File: src/rtl/trs_pkg.sv
package trs_pkg;
    localparam int NCOMP = 4;
    // position of the coding sublayer in the release order (0 = first)
    localparam int C_PCS = 2;

    typedef enum logic [2:0] {
        ST_IDLE,
        ST_HOLD,
        ST_LOCK,
        ST_STEP,
        ST_FIN
    } trs_state_e;
endpackage

File: src/rtl/trs_edge_sync.sv
module trs_edge_sync #(
    parameter int STAGES = 2
) (
    input  logic clk,
    input  logic rst_n,
    input  logic async_i,
    output logic fall_o
);
    logic [STAGES:0] sr_q;

    always_ff @(posedge clk) begin
        if (!rst_n) sr_q <= '0;
        else        sr_q <= {sr_q[STAGES-1:0], async_i};
    end

    assign fall_o = sr_q[STAGES] & ~sr_q[STAGES-1];
endmodule

File: src/rtl/trs_direct.sv
module trs_direct #(
    parameter int N = 4
) (
    input  logic         clk,
    input  logic         rst_n,
    input  logic [N-1:0] req_i,
    output logic [N-1:0] hold_o,
    output logic         any_now_o,
    output logic         any_q_o
);
    always_ff @(posedge clk) begin
        if (!rst_n) hold_o <= '0;
        else        hold_o <= req_i;
    end

    assign any_now_o = |req_i;
    assign any_q_o   = |hold_o;
endmodule

File: src/rtl/trs_seq_fsm.sv
module trs_seq_fsm
    import trs_pkg::*;
#(
    parameter int HOLD_CYC = 8,
    parameter int N        = 4
) (
    input  logic         clk,
    input  logic         rst_n,
    input  logic         start_i,
    input  logic [N-1:0] sel_i,
    input  logic         single_i,
    input  logic         pll_lock_i,
    input  logic         user_rdy_i,
    input  logic         dir_now_i,
    input  logic         dir_q_i,
    output logic [N-1:0] rst_o,
    output logic         done_o,
    output logic         err_o,
    output trs_state_e   state_o,
    output logic [N-1:0] sel_o,
    output logic         single_o
);
    localparam int CW = $clog2(HOLD_CYC + 1);
    localparam int IW = $clog2(N);

    trs_state_e   state_q, state_d;
    logic [CW-1:0] cnt_q;
    logic [IW-1:0] idx_q;
    logic [N-1:0]  sel_q, rst_q;
    logic          single_q, done_q, err_q, pend_q;

    logic hold_hit, cur_sel, gated, more, rel_one, skip, start;

    assign hold_hit = (cnt_q == CW'(HOLD_CYC - 1));
    assign cur_sel  = sel_q[idx_q];
    assign gated    = (idx_q == IW'(C_PCS)) && !user_rdy_i;
    assign rel_one  = (state_q == ST_STEP) && cur_sel && hold_hit && !gated;
    assign skip     = (state_q == ST_STEP) && !cur_sel;
    assign start    = (state_q == ST_IDLE) && start_i;

    // any selected component later in the order than the current one
    always_comb begin
        more = 1'b0;
        for (int i = 0; i < N; i++)
            if (i > int'(idx_q) && sel_q[i]) more = 1'b1;
    end

    always_comb begin
        state_d = state_q;
        unique case (state_q)
            ST_IDLE: if (start) state_d = ST_HOLD;
            ST_HOLD: if (hold_hit) state_d = ST_LOCK;
            ST_LOCK: if (pll_lock_i) state_d = single_q ? ST_FIN : ST_STEP;
            ST_STEP: if (rel_one && !more) state_d = ST_FIN;
            ST_FIN:  state_d = ST_IDLE;
            default: state_d = ST_IDLE;
        endcase
    end

    always_ff @(posedge clk) begin
        if (!rst_n) state_q <= ST_IDLE;
        else        state_q <= state_d;
    end

    always_ff @(posedge clk) begin
        if (!rst_n) begin
            cnt_q    <= '0;
            idx_q    <= '0;
            sel_q    <= '0;
            rst_q    <= '0;
            single_q <= 1'b0;
            done_q   <= 1'b0;
            err_q    <= 1'b0;
            pend_q   <= 1'b0;
        end else begin
            unique case (state_q)
                ST_IDLE: begin
                    cnt_q <= '0;
                    idx_q <= '0;
                    if (start) begin
                        sel_q    <= sel_i;
                        single_q <= single_i;
                        rst_q    <= sel_i;
                        done_q   <= 1'b0;
                        err_q    <= 1'b0;
                        pend_q   <= 1'b0;
                    end else if (dir_now_i) begin
                        done_q <= 1'b0;
                        pend_q <= 1'b1;
                    end else if (pend_q && !dir_q_i) begin
                        done_q <= 1'b1;
                        pend_q <= 1'b0;
                    end
                end
                ST_HOLD: cnt_q <= hold_hit ? '0 : cnt_q + CW'(1);
                ST_LOCK: begin
                    cnt_q <= '0;
                    idx_q <= '0;
                    if (pll_lock_i && single_q) rst_q <= '0;
                end
                ST_STEP: begin
                    if (skip) begin
                        idx_q <= idx_q + IW'(1);
                        cnt_q <= '0;
                    end else if (rel_one) begin
                        rst_q[idx_q] <= 1'b0;
                        idx_q <= idx_q + IW'(1);
                        cnt_q <= '0;
                    end else if (!hold_hit) begin
                        cnt_q <= cnt_q + CW'(1);
                    end
                end
                ST_FIN: done_q <= 1'b1;
                default: ;
            endcase
            if (state_q != ST_IDLE && dir_now_i) err_q <= 1'b1;
        end
    end

    assign rst_o    = rst_q;
    assign done_o   = done_q;
    assign err_o    = err_q;
    assign state_o  = state_q;
    assign sel_o    = sel_q;
    assign single_o = single_q;
endmodule

File: src/rtl/tx_rst_seq.sv
module tx_rst_seq
    import trs_pkg::*;
#(
    parameter int HOLD_CYC    = 8,
    parameter int SYNC_STAGES = 2
) (
    input  logic clk,
    input  logic rst_n,
    input  logic mst_rst_i,
    input  logic pll_lock_i,
    input  logic user_rdy_i,
    input  logic pma_sel_i,
    input  logic pcs_sel_i,
    input  logic single_mode_i,
    input  logic dir_cal_i,
    input  logic dir_pma_i,
    input  logic dir_pcs_i,
    input  logic dir_fec_i,
    output logic cal_rst_o,
    output logic pma_rst_o,
    output logic pcs_rst_o,
    output logic fec_rst_o,
    output logic done_o,
    output logic err_o
);
    logic             fall, full_sel, dir_now, dir_q;
    logic [NCOMP-1:0] sel_now, dir_req, dir_hold, seq_rst, sel_cap, rst_vec;
    logic             single_cap;
    trs_state_e       st;

    // bit order is the staged release order: cal, pma, pcs, fec
    assign full_sel = !pma_sel_i && !pcs_sel_i;
    assign sel_now  = {pcs_sel_i | full_sel, pcs_sel_i | full_sel,
                       pma_sel_i | full_sel, pma_sel_i | full_sel};
    assign dir_req  = {dir_fec_i, dir_pcs_i, dir_pma_i, dir_cal_i};

    trs_edge_sync #(.STAGES(SYNC_STAGES)) u_sync (
        .clk(clk), .rst_n(rst_n), .async_i(mst_rst_i), .fall_o(fall)
    );

    trs_direct #(.N(NCOMP)) u_dir (
        .clk(clk), .rst_n(rst_n), .req_i(dir_req), .hold_o(dir_hold),
        .any_now_o(dir_now), .any_q_o(dir_q)
    );

    trs_seq_fsm #(.HOLD_CYC(HOLD_CYC), .N(NCOMP)) u_fsm (
        .clk(clk), .rst_n(rst_n), .start_i(fall), .sel_i(sel_now),
        .single_i(single_mode_i), .pll_lock_i(pll_lock_i),
        .user_rdy_i(user_rdy_i), .dir_now_i(dir_now), .dir_q_i(dir_q),
        .rst_o(seq_rst), .done_o(done_o), .err_o(err_o), .state_o(st),
        .sel_o(sel_cap), .single_o(single_cap)
    );

    assign rst_vec   = seq_rst | dir_hold;
    assign cal_rst_o = rst_vec[0];
    assign pma_rst_o = rst_vec[1];
    assign pcs_rst_o = rst_vec[2];
    assign fec_rst_o = rst_vec[3];
endmodule

File: config.mk
export PLATFORM = sky130hd
export DESIGN_NAME = tx_rst_seq
export DESIGN_NICKNAME = d
export VERILOG_FILES = /design/src/rtl/trs_pkg.sv /design/src/rtl/trs_edge_sync.sv /design/src/rtl/trs_direct.sv /design/src/rtl/trs_seq_fsm.sv /design/src/rtl/tx_rst_seq.sv
export SDC_FILE = /design/constraint.sdc
export NUM_CORES = 1
export LEC_CHECK = 0
export CAP_MARGIN = 40
export CORE_MARGIN = 10
export CORE_UTILIZATION = 58
export CTS_CLUSTER_DIAMETER = 60
export DETAILED_ROUTE_END_ITERATION = 10
export GPL_ROUTABILITY_DRIVEN = 0
export PLACE_DENSITY = 0.82
export SLEW_MARGIN = 20
export SYNTH_ARGS = -nofsm -noshare
export SYNTH_HDL_FRONTEND = slang
export SYNTH_SLANG_ARGS = --single-unit
File: constraint.sdc
create_clock -name clk -period 2.6 [get_ports clk]
set_clock_uncertainty 0.1 [all_clocks]
set_input_delay 0.52 -clock clk [delete_from_list [all_inputs] [get_ports clk]]
set_output_delay 0.52 -clock clk [all_outputs]
set_load 0.01 [all_outputs]
Yosys cells after proc, flatten, opt, wreduce, memory -nomap -nowiden

Index checks and enable logic that the tools add are counted.
W data, S select, Z words.

Multiplexer cells: 36
Magnitude comparators: 5
Bitwise operators: 7
Equality and inequality tests: 16
Reduce and logical (&&, ||, !) cells: 42
$add $sub $neg: 2

Operators by type and width:

| kind                  | number |
|---|---|
| $mux W4               | 8 |
| $pmux W4 S3           | 2 |
| $logic_and A1 B1 Y1   | 15 |
| $mux W3               | 5 |
| $mux W1               | 14 |
| $pmux W3 S4           | 1 |
| $reduce_and A2 Y1     | 6 |
| $reduce_bool A3 Y1    | 4 |
| $ne A2 B1 Y1 const B  | 4 |
| $reduce_bool A2 Y1    | 4 |
| $reduce_or A4 Y1      | 2 |
| $logic_not A1 Y1      | 7 |
| $eq A3 B2 Y1 const B  | 2 |
| $ne A2 B2 Y1 const B  | 3 |
| $reduce_and A5 Y1     | 1 |
| $add A4 B1 Y4 const B | 1 |
| $and A4 B4 Y4         | 1 |
| $eq A4 B3 Y1 const B  | 1 |
| $gt A2 B2 Y1 const A  | 2 |
| $mux W2               | 2 |
| $ne A4 B2 Y1 const B  | 1 |
| $ne A4 B4 Y1 const B  | 1 |
| $not A4 Y4            | 1 |
| $or A4 B4 Y4          | 1 |
| other kinds (18)      | 19 |

Word-level logic and storage cells: 119
Register bits: 27
Bits of input ports: 12
Output and inout bits: 6

Longest topological paths before layout

Word-level depth: 9
Depth in mapped cells: 6
Gate-level depth less buffers: 6

Cells and area by module

A second synthesis with hierarchy kept.

Cells, all modules: 164
Area, all modules: 1,426.4 um^2

Modules (own cells, without submodules):

| module        | times used | area an instance (um^2) | cells an instance | seq. area each (um^2) |
|---|---|---|---|---|
| trs_seq_fsm   | 1          | 1,178.6                 | 141               | 420.4 |
| trs_direct    | 1          | 121.4                   | 10                | 80.1 |
| trs_edge_sync | 1          | 88.8                    | 7                 | 60.1 |
| tx_rst_seq    | 1          | 37.5                    | 6                 | 0.0 |

Worst setup path after synthesis

No wires, ideal clock.

Path kind: input-to-reg
Start point: in dir_pma_i
End point: reg u_fsm.done_q, in the netlist u_fsm.done_o
Path slack: 0.932 ns
Data arrival time: 1.452 ns
Stages: 4
Path buffers: 0
Data required time: 2.384 ns
Library setup time: 0.116 ns
Cells stage by stage: or4_1 > nor2_1 > a211oi_1 > o211a_1

Longest elaborated chain between the ends: 4
Elaborated cells on any way between the ends: 6
Classes of those cells: 1 x eq/ne; 3 x mux; 2 x reduce/logical

Ends and longest elaborated chain:

| element              | line              | RTL |
|---|---|---|
| start, declared      | tx_rst_seq.sv:16  | `input logic dir_pma_i,` |
| $reduce_or A4 Y1 (*) | trs_direct.sv:16  | `assign any_now_o = \|req_i;` |
| $mux W1              | trs_seq_fsm.sv:87 | `end else if (dir_now_i) begin` |
| $mux W1              | trs_seq_fsm.sv:80 | `if (start) begin` |
| $pmux W1 S2          | trs_seq_fsm.sv:76 | `unique case (state_q)` |
| end signal, assigned | trs_seq_fsm.sv:84 | `done_q <= 1'b0;` |
| end signal, assigned | trs_seq_fsm.sv:88 | `done_q <= 1'b0;` |
| end signal, assigned | trs_seq_fsm.sv:91 | `done_q <= 1'b1;` |
| end, declared        | trs_seq_fsm.sv:30 | `logic single_q, done_q, err_q, pend_q;` |

Mark *: on every way between the ends. The rest lies on a longest branch, timed or not.
A chain may end at the register's enable or synchronous reset.

Worst setup path after layout

Start point: reg u_fsm.rst_q[1], in the netlist u_fsm.rst_o[1]
End point: out pma_rst_o

Longest elaborated chain between the ends: 1

Ends and longest elaborated chain:

| element                | line              | RTL |
|---|---|---|
| start, declared        | trs_seq_fsm.sv:29 | `logic [N-1:0] sel_q, rst_q;` |
| start signal, assigned | trs_seq_fsm.sv:83 | `rst_q <= sel_i;` |
| $or A4 B4 Y4           | tx_rst_seq.sv:54  | `assign rst_vec = seq_rst \| dir_hold;` |
| end, declared          | tx_rst_seq.sv:20  | `output logic pma_rst_o,` |

Every way passes these cells.

==> results.json <==
{
  "ys_types": 44,
  "worst_pin_slew_ns": 0.5792,
  "viasPerCell": 6.031,
  "fin_nets": 186,
  "fin_crit_ns": 2.057,
  "antenna_found_initial": 0,
  "rsz0062_at_grt": "no",
  "max_freq_ghz": 0.4861,
  "grt_remaining_overflow": 0,
  "outcome": "completed",
  "fin_setup_tns_ns": 0,
  "routed_wl_um": 2927,
  "ios": 18,
  "required_ns": 1.98,
  "end_kind": "output pin",
  "port-buffer-count": 17,
  "postSynthAreaPerCell_um2": 8.865,
  "cts_made_buffers": 3,
  "yosysMostFrequentCell": "dfxtp_1",
  "timing.hold.ws_ns": 0.3602,
  "synth_nets": 170,
  "dp_hpwl_um": 2280,
  "cellLeakagePower_nw": 0.6293,
  "vias": 1182,
  "tritoncts": "done",
  "hold_viol_final": 0,
  "path_max_fanout": 2,
  "drc": 0,
  "post_cts_buffers": 0,
  "ys_top_cells_by_count": "dfxtp_1, nand2_1, and2_1, nand3_1, a21oi_1",
  "synth_edf_count": 0,
  "clock-sinks": 26,
  "synth.top_cell.area_share": 0.3838,
  "path_clk_slew_ns": 0.15,
  "area.growth.synth_to_final_pct": 17.07,
  "min_path_type": "register to register",
  "cp.arrival_ns": 1.44,
  "start_util": 0.6131,
  "slew_violations": 0,
  "wl_per_cell_um": 14.93,
  "core_area_um2": 2212,
  "ant_nets": 0,
  "first_pass_iters": 4,
  "yosysWarnings": 0,
  "cp-startpoint": "u_fsm.rst_o[1]$_SDFFE_PN0P_",
  "cellPowerDensity_nw_per_um2": 487.3,
  "synthFlopType": "dfxtp_1",
  "synth_area_leaders": "dfxtp_1, nand2_1, ha_1",
  "finalCritPeriodShare": 0.7912,
  "grt_use_total": 0.1379,
  "n_antenna_cell": 0,
  "ys_seq_area_frac": 0.3838,
  "yosysTopAreaCell": "dfxtp_1",
  "netlist_area_um2": 1356,
  "synth_cells": 153,
  "start_kind": "register",
  "grt_max_degree": 19,
  "synth-seq-cells": 26,
  "async_flop_share": 0,
  "die-area_um2": 4672,
  "grt_pass1_wl_um": 5064,
  "root_buffer": "clkbuf_4",
  "grt_pass1_vias": 1138,
  "critical_path_class": "register to output pin",
  "reg2reg_from": "u_fsm.idx_q[0]$_SDFFE_PN0P_",
  "h-tree-depth": 1,
  "hold_path_startpoint": "u_sync.sr_q[0]$_SDFF_PN0_",
  "cts_buffer_depth": 2,
  "clock_latency_ns": 0.32,
  "finalSetupViolCount": 0,
  "cap_violations": 0,
  "hold_buffers": 0,
  "ir_drop_uv": 396.1,
  "die_h_um": 68.36,
  "drive_gt1_frac": 0.1190,
  "slew-limit-headroom": 0.6133,
  "ctsResizeCount": 0,
  "die_x_um": 68.36,
  "num_rows": 17,
  "drtIter0Drc": 57
}
==> registers in the layout (all words and copies together), names as in the netlist <==
name	count
u_dir.hold_o	4
u_fsm.pend_q	1
u_fsm.idx_q	2
u_fsm.state_o	3
u_fsm.single_o	1
u_fsm.sel_o	2
u_fsm.err_o	1
u_fsm.rst_o	4
u_fsm.cnt_q	4
u_fsm.done_o	1
u_sync.sr_q	3
==> power breakdown <==
| group | switching (mW) | leakage (nW) | internal, mW |
|---|---|---|---|
| Sequential | 0.00802 | 0.212 | 0.410 |
| Clock | 0.122 | 0.0279 | 0.156 |
| Combinational | 0.0331 | 0.389 | 0.0446 |
==> critical path, stage by stage, from the launching register on <==
cell and delay (ns):
dfxtp_1 0.35, or2_2 0.29, clkdlybuf4s50_1 0.49
==> per-stage QoR <==
stage	total power [mW]	cell area (um2)	std cells	setup slack (ns)	utilization
after detailed placement	0.5049	1535	192	0.4217	0.6940
after CTS	0.7820	1588	196	0.5168	0.7178
after floorplan	0.4666	1356	153	0.9322	-
after global routing	0.8108	1588	196	0.4763	0.7178
final	0.7736	1588	196	0.5428	0.7178
after global placement	0.5020	1535	192	0.4660	0.6940
==> cell type report <==
cell class	count	area (um2)
Timing Repair Buffer	18	177.7
Fill cell	181	624.3
Multi-Input combinational cell	117	790.8
Clock inverter	1	30.03
Clock buffer	3	22.52
Inverter	3	11.26
Tap cell	28	35.03
Sequential cell	26	520.5
==> final timing paths <==
path / to / slack [ns] / cells after the start
worst max register to register: u_fsm.state_o[0]$_SDFFE_PN0P_ / 0.72 / 6
worst min-delay path: u_sync.sr_q[1]$_SDFF_PN0_ / 0.36 / 1
worst max-delay path: pma_rst_o / 0.54 / 2
worst min register to register: u_sync.sr_q[1]$_SDFF_PN0_ / 0.36 / 1
==> cell families after synthesis <==
family | share of synthesized area
flip-flops | 0.3838
adder cells (fa/ha/maj) | 0.04613
buffers and inverters | 0.03320
AO/OA/AOI/OAI | 0.2075
multiplexers | 0.01753
AND/OR/NAND/NOR | 0.3118
==> per-layer routing <==
layer | wire length (um) | vias up | global-route usage
met3 | 201 | 2 | 0.03263
met2 | 1452 | 34 | 0.2186
met5 | 0 | - | 0
met4 | 17 | 0 | 0.05276
met1 | 1255 | 556 | 0.1765
li1 | - | 590 | -
==> cells in the final DEF, fill, tap and decap left out, types with 3 or more instances in the layout <==
cell type        count
a211oi_1             3
a21oi_1              7
and2_1               9
clkbuf_4             3
clkdlybuf4s50_1     17
dfxtp_1             26
ha_1                 5
inv_1                3
nand2_1             17
nand2b_1             5
nand3_1              9
nor2_1               5
nor2b_1              6
nor3_1               3
o21ai_0              5
o221a_2              4
or2_2                5
Note: power is estimated with default switching activity, not from simulation.
